**src/rtl/fws_pkg.sv**
```systemverilog
package fws_pkg;
  localparam int CFG_W      = 32;
  localparam int OPC_LSB    = 0;
  localparam int ACC_LSB    = 8;
  localparam int DBW_LSB    = 12;
  localparam int ASZ_LSB    = 16;
  localparam int CNT_W      = 5;   // holds up to 24 dummies and 8 data bytes
  localparam int ABYTES_W   = 3;

  typedef enum logic [2:0] {
    ST_IDLE,
    ST_OPC,
    ST_ADDR,
    ST_DUMMY,
    ST_DATA,
    ST_RESP
  } fws_state_e;

  typedef struct packed {
    logic [7:0]          opcode;
    logic [ABYTES_W-1:0] addr_bytes;
    logic [CNT_W-1:0]    dummies;
    logic                bad_asz;
  } fws_plan_t;
endpackage

```
**src/rtl/fws_plan.sv**
```systemverilog
module fws_plan
  import fws_pkg::*;
(
  input  logic [CFG_W-1:0] rd_cfg_i,
  input  logic [CFG_W-1:0] wr_cfg_i,
  input  logic             we_i,
  output fws_plan_t        plan_o
);
  logic [CFG_W-1:0] cfg;
  logic [1:0]       asz;
  logic [1:0]       dbw;
  logic [1:0]       acc;
  logic [CNT_W-1:0] dbits;

  always_comb begin
    cfg   = we_i ? wr_cfg_i : rd_cfg_i;
    asz   = cfg[ASZ_LSB +: 2];
    dbw   = rd_cfg_i[DBW_LSB +: 2];
    acc   = rd_cfg_i[ACC_LSB +: 2];
    dbits = {dbw, 3'b000};
    plan_o.opcode = cfg[OPC_LSB +: 8];
    plan_o.bad_asz = 1'b0;
    unique case (asz)
      2'd0:    plan_o.addr_bytes = 3'd3;
      2'd1:    plan_o.addr_bytes = 3'd4;
      default: begin
        plan_o.addr_bytes = 3'd0;
        plan_o.bad_asz    = 1'b1;
      end
    endcase
    plan_o.dummies = we_i ? '0 : (dbits >> acc);
  end
endmodule

```
**src/rtl/fws_cs_decode.sv**
```systemverilog
module fws_cs_decode #(
  parameter int NUM_CS = 4,
  localparam int IDX_W = (NUM_CS > 1) ? $clog2(NUM_CS) : 1
) (
  input  logic [IDX_W-1:0]  idx_i,
  input  logic              active_i,
  output logic [NUM_CS-1:0] cs_n_o
);
  for (genvar g = 0; g < NUM_CS; g++) begin : g_line
    assign cs_n_o[g] = ~(active_i && (idx_i == IDX_W'(g)));
  end
endmodule

```
**src/rtl/fws_lane.sv**
```systemverilog
module fws_lane #(
  parameter int MAX_BYTES = 8,
  localparam int DW    = 8 * MAX_BYTES,
  localparam int IDX_W = $clog2(MAX_BYTES)
) (
  input  logic             clk_i,
  input  logic             rst_ni,
  input  logic             load_i,
  input  logic [DW-1:0]    wdata_i,
  input  logic             capture_i,
  input  logic [IDX_W-1:0] idx_i,
  input  logic [7:0]       rx_i,
  output logic [7:0]       tx_o,
  output logic [DW-1:0]    rdata_o
);
  logic [DW-1:0] wdata_q;

  always_ff @(posedge clk_i or negedge rst_ni) begin
    if (!rst_ni)     wdata_q <= '0;
    else if (load_i) wdata_q <= wdata_i;
  end

  assign tx_o = wdata_q[8*idx_i +: 8];

  for (genvar g = 0; g < MAX_BYTES; g++) begin : g_byte
    logic [7:0] rb_q;
    always_ff @(posedge clk_i or negedge rst_ni) begin
      if (!rst_ni)                                  rb_q <= '0;
      else if (load_i)                              rb_q <= '0;
      else if (capture_i && idx_i == IDX_W'(g))     rb_q <= rx_i;
    end
    assign rdata_o[8*g +: 8] = rb_q;
  end
endmodule

```
**src/rtl/flash_window_seq.sv**
```systemverilog
module flash_window_seq
  import fws_pkg::*;
#(
  parameter int NUM_CS    = 4,
  parameter int WIN_BITS  = 27,
  parameter int MAX_BYTES = 8,
  localparam int IDX_W  = (NUM_CS > 1) ? $clog2(NUM_CS) : 1,
  localparam int ADDR_W = WIN_BITS + IDX_W,
  localparam int LEN_W  = $clog2(MAX_BYTES),
  localparam int DW     = 8 * MAX_BYTES
) (
  input  logic              clk_i,
  input  logic              rst_ni,
  input  logic              req_valid_i,
  output logic              req_ready_o,
  input  logic [ADDR_W-1:0] req_addr_i,
  input  logic [LEN_W-1:0]  req_len_i,
  input  logic              req_we_i,
  input  logic [DW-1:0]     req_wdata_i,
  output logic              rsp_valid_o,
  output logic [DW-1:0]     rsp_rdata_o,
  input  logic [CFG_W-1:0]  rd_cfg_i,
  input  logic [CFG_W-1:0]  wr_cfg_i,
  input  logic              shared_cs_busy_i,
  output logic              xfer_start_o,
  output logic [7:0]        xfer_tx_o,
  input  logic              xfer_done_i,
  input  logic [7:0]        xfer_rx_i,
  output logic [NUM_CS-1:0] cs_n_o,
  output logic              addr_err_o,
  output logic              busy_err_o
);
  fws_state_e       state_q, state_d;
  logic             pending_q;
  logic [CNT_W-1:0] cnt_q, cnt_d;
  logic [31:0]      off_q;
  logic [LEN_W-1:0] len_q;
  logic             we_q;
  logic [IDX_W-1:0] idx_q;
  logic             cs_act_q;
  fws_plan_t        plan_new, plan_q;
  logic             addr_err_q, busy_err_q;
  logic             accept, byte_phase, byte_done, capture;
  logic [7:0]       lane_tx;

  fws_plan u_plan (
    .rd_cfg_i (rd_cfg_i),
    .wr_cfg_i (wr_cfg_i),
    .we_i     (req_we_i),
    .plan_o   (plan_new)
  );

  assign accept     = (state_q == ST_IDLE) && req_valid_i;
  assign byte_phase = (state_q == ST_OPC) || (state_q == ST_ADDR) ||
                      (state_q == ST_DUMMY) || (state_q == ST_DATA);
  assign byte_done  = byte_phase && pending_q && xfer_done_i;
  assign capture    = byte_done && (state_q == ST_DATA) && !we_q;

  // next phase after the address (or after the opcode when no address)
  function automatic void after_addr(input fws_plan_t p, input logic we,
                                     output fws_state_e st, output logic [CNT_W-1:0] c);
    if (!we && p.dummies != '0) begin
      st = ST_DUMMY;
      c  = p.dummies - CNT_W'(1);
    end else begin
      st = ST_DATA;
      c  = '0;
    end
  endfunction

  always_comb begin
    state_d = state_q;
    cnt_d   = cnt_q;
    unique case (state_q)
      ST_IDLE: if (accept) state_d = ST_OPC;
      ST_OPC: if (byte_done) begin
        if (plan_q.addr_bytes != '0) begin
          state_d = ST_ADDR;
          cnt_d   = CNT_W'(plan_q.addr_bytes) - CNT_W'(1);
        end else begin
          after_addr(plan_q, we_q, state_d, cnt_d);
        end
      end
      ST_ADDR: if (byte_done) begin
        if (cnt_q == '0) after_addr(plan_q, we_q, state_d, cnt_d);
        else             cnt_d = cnt_q - CNT_W'(1);
      end
      ST_DUMMY: if (byte_done) begin
        if (cnt_q == '0) begin
          state_d = ST_DATA;
          cnt_d   = '0;
        end else begin
          cnt_d = cnt_q - CNT_W'(1);
        end
      end
      ST_DATA: if (byte_done) begin
        if (cnt_q == CNT_W'(len_q)) state_d = ST_RESP;
        else                        cnt_d   = cnt_q + CNT_W'(1);
      end
      ST_RESP: state_d = ST_IDLE;
      default: state_d = ST_IDLE;
    endcase
  end

  always_ff @(posedge clk_i or negedge rst_ni) begin
    if (!rst_ni) begin
      state_q    <= ST_IDLE;
      pending_q  <= 1'b0;
      cnt_q      <= '0;
      off_q      <= '0;
      len_q      <= '0;
      we_q       <= 1'b0;
      idx_q      <= '0;
      cs_act_q   <= 1'b0;
      plan_q     <= '0;
      addr_err_q <= 1'b0;
      busy_err_q <= 1'b0;
    end else begin
      state_q    <= state_d;
      cnt_q      <= cnt_d;
      addr_err_q <= accept && plan_new.bad_asz;
      busy_err_q <= accept && shared_cs_busy_i;
      if (xfer_start_o)   pending_q <= 1'b1;
      else if (byte_done) pending_q <= 1'b0;
      if (accept) begin
        off_q    <= 32'(req_addr_i[WIN_BITS-1:0]);
        idx_q    <= req_addr_i[ADDR_W-1:WIN_BITS];
        len_q    <= req_len_i;
        we_q     <= req_we_i;
        plan_q   <= plan_new;
        cs_act_q <= 1'b1;
        pending_q <= 1'b0;
      end else if (state_d == ST_RESP) begin
        cs_act_q <= 1'b0;
      end
    end
  end

  fws_lane #(.MAX_BYTES(MAX_BYTES)) u_lane (
    .clk_i     (clk_i),
    .rst_ni    (rst_ni),
    .load_i    (accept),
    .wdata_i   (req_wdata_i),
    .capture_i (capture),
    .idx_i     (cnt_q[LEN_W-1:0]),
    .rx_i      (xfer_rx_i),
    .tx_o      (lane_tx),
    .rdata_o   (rsp_rdata_o)
  );

  fws_cs_decode #(.NUM_CS(NUM_CS)) u_cs (
    .idx_i    (idx_q),
    .active_i (cs_act_q),
    .cs_n_o   (cs_n_o)
  );

  always_comb begin
    unique case (state_q)
      ST_OPC:  xfer_tx_o = plan_q.opcode;
      ST_ADDR: xfer_tx_o = off_q[8*cnt_q[1:0] +: 8];
      ST_DATA: xfer_tx_o = we_q ? lane_tx : 8'h00;
      default: xfer_tx_o = 8'h00;
    endcase
  end

  assign xfer_start_o = byte_phase && !pending_q;
  assign req_ready_o  = (state_q == ST_IDLE);
  assign rsp_valid_o  = (state_q == ST_RESP);
  assign addr_err_o   = addr_err_q;
  assign busy_err_o   = busy_err_q;

  assert_cs_onehot0_R2: assert property (@(posedge clk_i) disable iff (!rst_ni)
    $countones(~cs_n_o) <= 1);
  assert_start_has_cs_R2: assert property (@(posedge clk_i) disable iff (!rst_ni)
    xfer_start_o |-> (cs_n_o != {NUM_CS{1'b1}}));
  assert_rsp_released_R2: assert property (@(posedge clk_i) disable iff (!rst_ni)
    rsp_valid_o |-> (cs_n_o == {NUM_CS{1'b1}}));
  assert_start_pulse_R9: assert property (@(posedge clk_i) disable iff (!rst_ni)
    xfer_start_o |=> !xfer_start_o);
  assert_hold_until_done_R9: assert property (@(posedge clk_i) disable iff (!rst_ni)
    (!xfer_start_o && !xfer_done_i && $past(xfer_start_o)) |=> !xfer_start_o);
  assert_ready_drops_R10: assert property (@(posedge clk_i) disable iff (!rst_ni)
    (req_valid_i && req_ready_o) |=> !req_ready_o);
  assert_rsp_single_R10: assert property (@(posedge clk_i) disable iff (!rst_ni)
    rsp_valid_o |=> (!rsp_valid_o && req_ready_o));
  assert_err_pulse_R4: assert property (@(posedge clk_i) disable iff (!rst_ni)
    addr_err_o |=> !addr_err_o);
  assert_busy_pulse_R8: assert property (@(posedge clk_i) disable iff (!rst_ni)
    busy_err_o |=> !busy_err_o);
endmodule

```
**config.mk**
```make
export PLATFORM = sky130hd
export DESIGN_NAME = flash_window_seq
export DESIGN_NICKNAME = d
export VERILOG_FILES = /design/src/rtl/fws_pkg.sv /design/src/rtl/fws_plan.sv /design/src/rtl/fws_cs_decode.sv /design/src/rtl/fws_lane.sv /design/src/rtl/flash_window_seq.sv
export SDC_FILE = /design/constraint.sdc
export NUM_CORES = 1
export LEC_CHECK = 0
export CAP_MARGIN = 20
export CORE_ASPECT_RATIO = 0.5
export CORE_MARGIN = 5
export CORE_UTILIZATION = 30
export CTS_CLUSTER_SIZE = 10
export DETAILED_ROUTE_END_ITERATION = 7
export GPL_ROUTABILITY_DRIVEN = 0
export HOLD_SLACK_MARGIN = 0.02
export PLACE_DENSITY = 0.63
export SYNTH_ARGS = -nofsm -noshare
export SYNTH_HDL_FRONTEND = slang
export SYNTH_SLANG_ARGS = --single-unit
```
**constraint.sdc**
```tcl
create_clock -name clk_i -period 2.8 [get_ports clk_i]
set_clock_uncertainty 0.2 [all_clocks]
set_input_delay 0.42 -clock clk_i [delete_from_list [all_inputs] [get_ports clk_i]]
set_output_delay 0.42 -clock clk_i [all_outputs]
set_load 0.005 [all_outputs]
```
After elaboration in Yosys (flattened, before gate mapping)
Index checks and enable logic that the tools add are counted.
- $add $sub $neg: 4
- $mul: 0
- divide/modulo/power cells: 0
- magnitude comparators: 0
- equal/unequal tests: 23
- shifts and indexed selects: 3
- multiplexer cells: 48
- bitwise logic cells: 4
- reductions and logical operators: 46
- operators with widths (operator ; number):
    $mux W8 ; 17
    $shiftx A64 B7 Y8 ; 1
    $mux W5 ; 10
    $shiftx A32 B6 Y8 ; 1
    $mux W3 ; 10
    $pmux W8 S3 ; 1
    $eq A3 B3 Y1 const B ; 7
    $logic_and A1 B1 Y1 ; 21
    $pmux W5 S4 ; 1
    $mux W18 ; 1
    $reduce_bool A2 Y1 ; 9
    $pmux W3 S5 ; 1
    $eq A3 B2 Y1 const B ; 4
    $ne A2 B2 Y1 const B ; 5
    $sub A5 B1 Y5 const B ; 2
    $eq A3 B1 Y1 const B ; 2
    $logic_not A3 Y1 ; 2
    $mux W1 ; 6
    $pmux W3 S2 ; 1
    $reduce_and A6 Y1 ; 1
    $reduce_bool A3 Y1 ; 2
    $add A5 B1 Y5 const B ; 1
    $eq A5 B3 Y1 ; 1
    $logic_not A5 Y1 ; 1
    other kinds (11) ; 20
- bits in registers: 189
- bits in latches: 0
- bits in writable memories: 0
- ROM bits: 0
- input bits: 174
- output and inout bits: 81
- memories: 0

Depth between registers and ports, before layout
- depth after elaboration: 11
- mapped depth: 8

By module
A second synthesis with hierarchy kept.
- cells, all modules: 795
- area, all modules: 9255.1 um^2
- modules (own cells, without submodules) (module ; times used ; cells an instance ; area an instance (um^2) ; seq. area each (um^2)):
    fws_lane ; 1 ; 472 ; 5655.4 ; 3203.1
    flash_window_seq ; 1 ; 293 ; 3331.9 ; 1526.5
    fws_plan ; 1 ; 26 ; 239.0 ; 0.0
    fws_cs_decode ; 1 ; 4 ; 28.8 ; 0.0

Worst setup path before layout
No wires, ideal clock.
- path kind: register -> register
- start point: register cnt_q[0]
- end point: register cnt_q[4]
- arrival: 2.402 ns
- required time: 2.536 ns
- slack: 0.134 ns
- stages on the path, launching flop included: 9
- period minus slack after synthesis: 2.666 ns
- cells stage by stage: dfrtp_1 -> buf_2 -> inv_1 -> ha_1 -> or4b_4 -> or3_1 -> a311oi_2 -> a221o_1 -> a22o_2
- longest elaborated chain between the ends: 4
- ends and longest elaborated chain (what ; RTL line ; text):
    from (decl) ; flash_window_seq.sv:35 ; logic [CNT_W-1:0] cnt_q, cnt_d;
    from (signal assigned) ; flash_window_seq.sv:120 ; cnt_q <= cnt_d;
    $add A5 B1 Y5 (tied with other cells) ; flash_window_seq.sv:98 ; else cnt_d = cnt_q + CNT_W'(1);
    $mux W5, on equally long branches ; flash_window_seq.sv:97, flash_window_seq.sv:85, flash_window_seq.sv:89 ;
    $mux W5, on equally long branches ; flash_window_seq.sv:96, flash_window_seq.sv:84, flash_window_seq.sv:88 ;
    $pmux W5 S4 ; flash_window_seq.sv:74 ; unique case (state_q)
Several ways; a longest one is shown, not always the timed one. The select of a mux whose other input is x is not followed.
A chain may end at the register's enable or synchronous reset.

Worst setup path after layout
- start point: register cnt_q[0]
- end point: output port xfer_tx_o[4]
- longest elaborated chain between the ends: 3
- ends and longest elaborated chain (what ; RTL line ; text):
    $shiftx A64 B7 Y8 ; fws_lane.sv:23 ; assign tx_o = wdata_q[8*idx_i +: 8];
    $mux W8 ; flash_window_seq.sv:161 ; ST_DATA: xfer_tx_o = we_q ? lane_tx : 8'h00;
    $pmux W8 S3 (*) ; flash_window_seq.sv:158 ; unique case (state_q)
    to (decl) ; flash_window_seq.sv:26 ; output logic [7:0] xfer_tx_o,
Every way passes the cells marked *; elsewhere a longest branch is shown, timed or not.

==> results.sh <==
export IMPL_status="finished, final reports clean"
export IMPL_synth_cell_types=64
export IMPL_syn_area_um2=8970
export IMPL_r2r_end="cnt_q[1]"
export IMPL_yosysTopAreaCell="dfrtp_1"
export IMPL_syn_to_final_growth_pct=39.3
export IMPL_worstSetupPathType="reg -> out"
export IMPL_die_w_um=255
export IMPL_hold_class="reg -> reg"
export IMPL_critPathRequiredTime_ps=2180
export IMPL_antenna_cells=0
export IMPL_ios=255
export IMPL_synth_top_cells_by_count="nand2_1 (342), dfrtp_1 (188), mux2i_1 (73), nor2_1 (65), clkbuf_1 (39)"
export IMPL_setup_worst_path_start="cnt_q[0]"
export IMPL_cts_buffers=17
export IMPL_worst_r2r_cell_count=7
export IMPL_routed_wirelength_um=26800
export IMPL_dominantRegCellSynth="dfrtp_1"
export IMPL_synth_warnings=0
export IMPL_worst_slew_margin_rel=0.419
export IMPL_avgRoutedWirePerCell_um=17.3
export IMPL_grt_pass1_wl_um=42500
export IMPL_drt_first_pass_iters=5
export IMPL_finalSetupTns_ps=0
export IMPL_drcViolationCount=0
export IMPL_hold_viol=0
export IMPL_synth_edff_count=0
export IMPL_p_total_mw=11.7
export IMPL_r2r_slack_ps=110
export IMPL_synth_fp_nets=1113
export IMPL_synth_area_leaders="dfrtp_1 (52%), nand2_1 (14%), mux2i_1 (8.1%)"
export IMPL_start_kind="flop"
export IMPL_dpl_hpwl_um=19800
export IMPL_synth_seq_cells=188
export IMPL_avgSynthCellArea_um2=9.65
export IMPL_tightestPinTransition_ps=860
export IMPL_internal_power_mw=7.45
export IMPL_drv_cap=0
export IMPL_synth_most_common_cell="nand2_1"
export IMPL_cts_path_max_buffers=2
export IMPL_root_buffer="clkbuf_16"
export IMPL_ant_nets=0
export IMPL_pwr_share_comb=0.431
export IMPL_fmaxAchievable_ghz=0.357
export IMPL_switching_share=0.365
export IMPL_crit_chain="buf_6 > buf_12 > buf_4 > mux4_2 > mux2i_4 > o22ai_2 > buf_2"
export IMPL_period_share=1.00
export IMPL_cts_htree_levels=4
export IMPL_num_vias=7380
export IMPL_synth_cells=930
export IMPL_grt_use_total=0.160
export IMPL_leakagePower_nw=5.87
export IMPL_worst_setup_path_end_kind="primary output"
export IMPL_utilization=0.428
export IMPL_p_seq_frac=0.355
export IMPL_drive_gt1_frac=0.130
export IMPL_rows=44
export IMPL_start_util=0.307
export IMPL_crit_path_max_fanout=5
export IMPL_period_needed_ps=2800
export IMPL_synthArstFlopShare=1.00
export IMPL_grt_pass1_vias=7737
export IMPL_core_um2=29200
export IMPL_cp_top_family="multiplexers"
export IMPL_dr_first_iter_drc_count=454
export IMPL_grt_ovfl_total=0
export IMPL_cts_tree="built"
export IMPL_cp_slowest_cell="mux4_2"
export IMPL_final_nets=1334
export IMPL_r2r_start="plan_q[1]"
export IMPL_p_clk_frac=0.214
export IMPL_arrival_ps=2180
export IMPL_rsz0062_at_grt="true"
export IMPL_grt_max_degree=75
export IMPL_ir_worst_vdd_uv=617
export IMPL_via_per_inst=4.75
export IMPL_antenna_found_initial=0
export IMPL_clock_sinks=188
export IMPL_clk_latency_ps=440
export IMPL_p_switching_mw=4.28
export IMPL_cts_clk_slew_worst_paths_ps=70
export IMPL_seq_area_frac_synth=0.524
export IMPL_yosysTopAreaCellShare=0.524
export IMPL_die_y_um=132
export IMPL_numPortBuffers=214
export IMPL_drv_slew=0
export IMPL_cp_endpoint="xfer_tx_o[4]"
export IMPL_critPathBufInv=4
export IMPL_setup_violations=0
export IMPL_cp_num_cells=7
export IMPL_cpPeakStageDelay_ps=470
export IMPL_power_density_nw_per_um2=938
export IMPL_dieArea_um2=33700
sequential cells by signal, indices dropped and copies added, names as in the netlist, 2 cells and up:
| register | cells |
|---|---|
| u_lane.wdata_q | 64 |
| idx_q | 2 |
| len_q | 3 |
| state_q | 3 |
| cnt_q | 5 |
| u_lane.g_byte.rb_q | 64 |
| plan_q | 15 |
| off_q | 27 |
worst reg2reg max path, delay by kind of cell, from the launching register on:
family                   cells  cell delay (ps)
AO/OA/AOI/OAI                2              390
adder cells (fa/ha/maj)      1              150
buffers and inverters        1              110
flip-flops                   1              420
multiplexers                 1              280
AND/OR/NAND/NOR              2             1020
final cells by class:
cell class                 instances  area, um2
timing repair buffer             265       2630
multi-input combinational        670       4030
clock inverter                     8        105
inverter                           9       38.8
fill                            2782      16700
sequential                       188       4710
tap                              391        489
clock buffer                      24        502
cell families (layout without fill, tap and decap cells):
group | Yosys count | count (layout) | share of synthesized area
AOI/OAI and AO/OA | 92 | 92 | 0.0654
buffers and inverters | 72 | 306 | 0.0397
DFF | 188 | 188 | 0.524
and+or+nand+nor | 468 | 468 | 0.220
adders and majority gates | 9 | 9 | 0.0125
muxes | 94 | 94 | 0.132
xor gates and xnor gates | 7 | 7 | 0.00683
power by group through the flow:
| stage | sequential, mW | clock (mW) | combinational (mW) |
|---|---|---|---|
| 2_1_floorplan | 4.04 | 0 | 2.98 |
| 3_3_place_gp | 4.14 | 0 | 4.62 |
| 3_5_place_dp | 4.19 | 0 | 4.69 |
| 4_1_cts | 4.16 | 2.58 | 5.01 |
| 5_1_grt | 4.26 | 2.70 | 5.55 |
| 6_report | 4.16 | 2.51 | 5.05 |
metrics by stage:
stage,std cells,setup slack (ps),hold WS (ps),cell area [um2]
2_1_floorplan,930,134,-75.6,8970
3_3_place_gp,1510,121,256,11700
3_5_place_dp,1510,122,260,11700
4_1_cts,1553,-81.3,269,12500
5_1_grt,1555,-76.9,277,12500
6_report,1555,1.36,270,12500
repair_timing:
action                                  4_1_cts  5_1_grt
cloned                                        1        0
resized for setup                            49       18
pin swaps                                     4       10
buffers inserted                              9        3
endpoints found under the setup margin        8       11
hold endpoints to repair                     69        0
hold buffers                                  1        0
per-layer routing:
metal | vias to the layer above | part of all wire | GRT usage
li1 | 3537 | - | -
met1 | 3663 | 0.41 | 0.192
met2 | 145 | 0.54 | 0.289
met3 | 35 | 0.030 | 0.0313
met4 | 0 | 0.022 | 0.0498
met5 | - | 0 | 0
layout by cell type, fill, tap and decap left out, types with 9 or more instances in the layout:
master           count
nand2_1            341
clkdlybuf4s50_1    205
dfrtp_1            186
mux2i_1             66
nor2_1              65
buf_4               35
a21oi_1             27
mux4_2              19
o21ai_0             19
nand3_1             18
clkbuf_16           17
a22oi_1              9
buf_12               9
worst min path at each step:
stage / start / end / slack [ps] / cells after the start
after floorplan: rst_ni / addr_err_o / -80 / 0
after global placement: u_lane.wdata_q[6] / u_lane.wdata_q[6] / 260 / 2
after detailed placement: u_lane.wdata_q[24] / u_lane.wdata_q[24] / 260 / 2
after CTS: req_addr_i[28] / idx_q[1] / 270 / 3
after global routing: req_wdata_i[20] / u_lane.wdata_q[20] / 280 / 3
final: u_lane.wdata_q[31] / u_lane.wdata_q[31] / 270 / 2
Power figures use the tool's default switching activity.
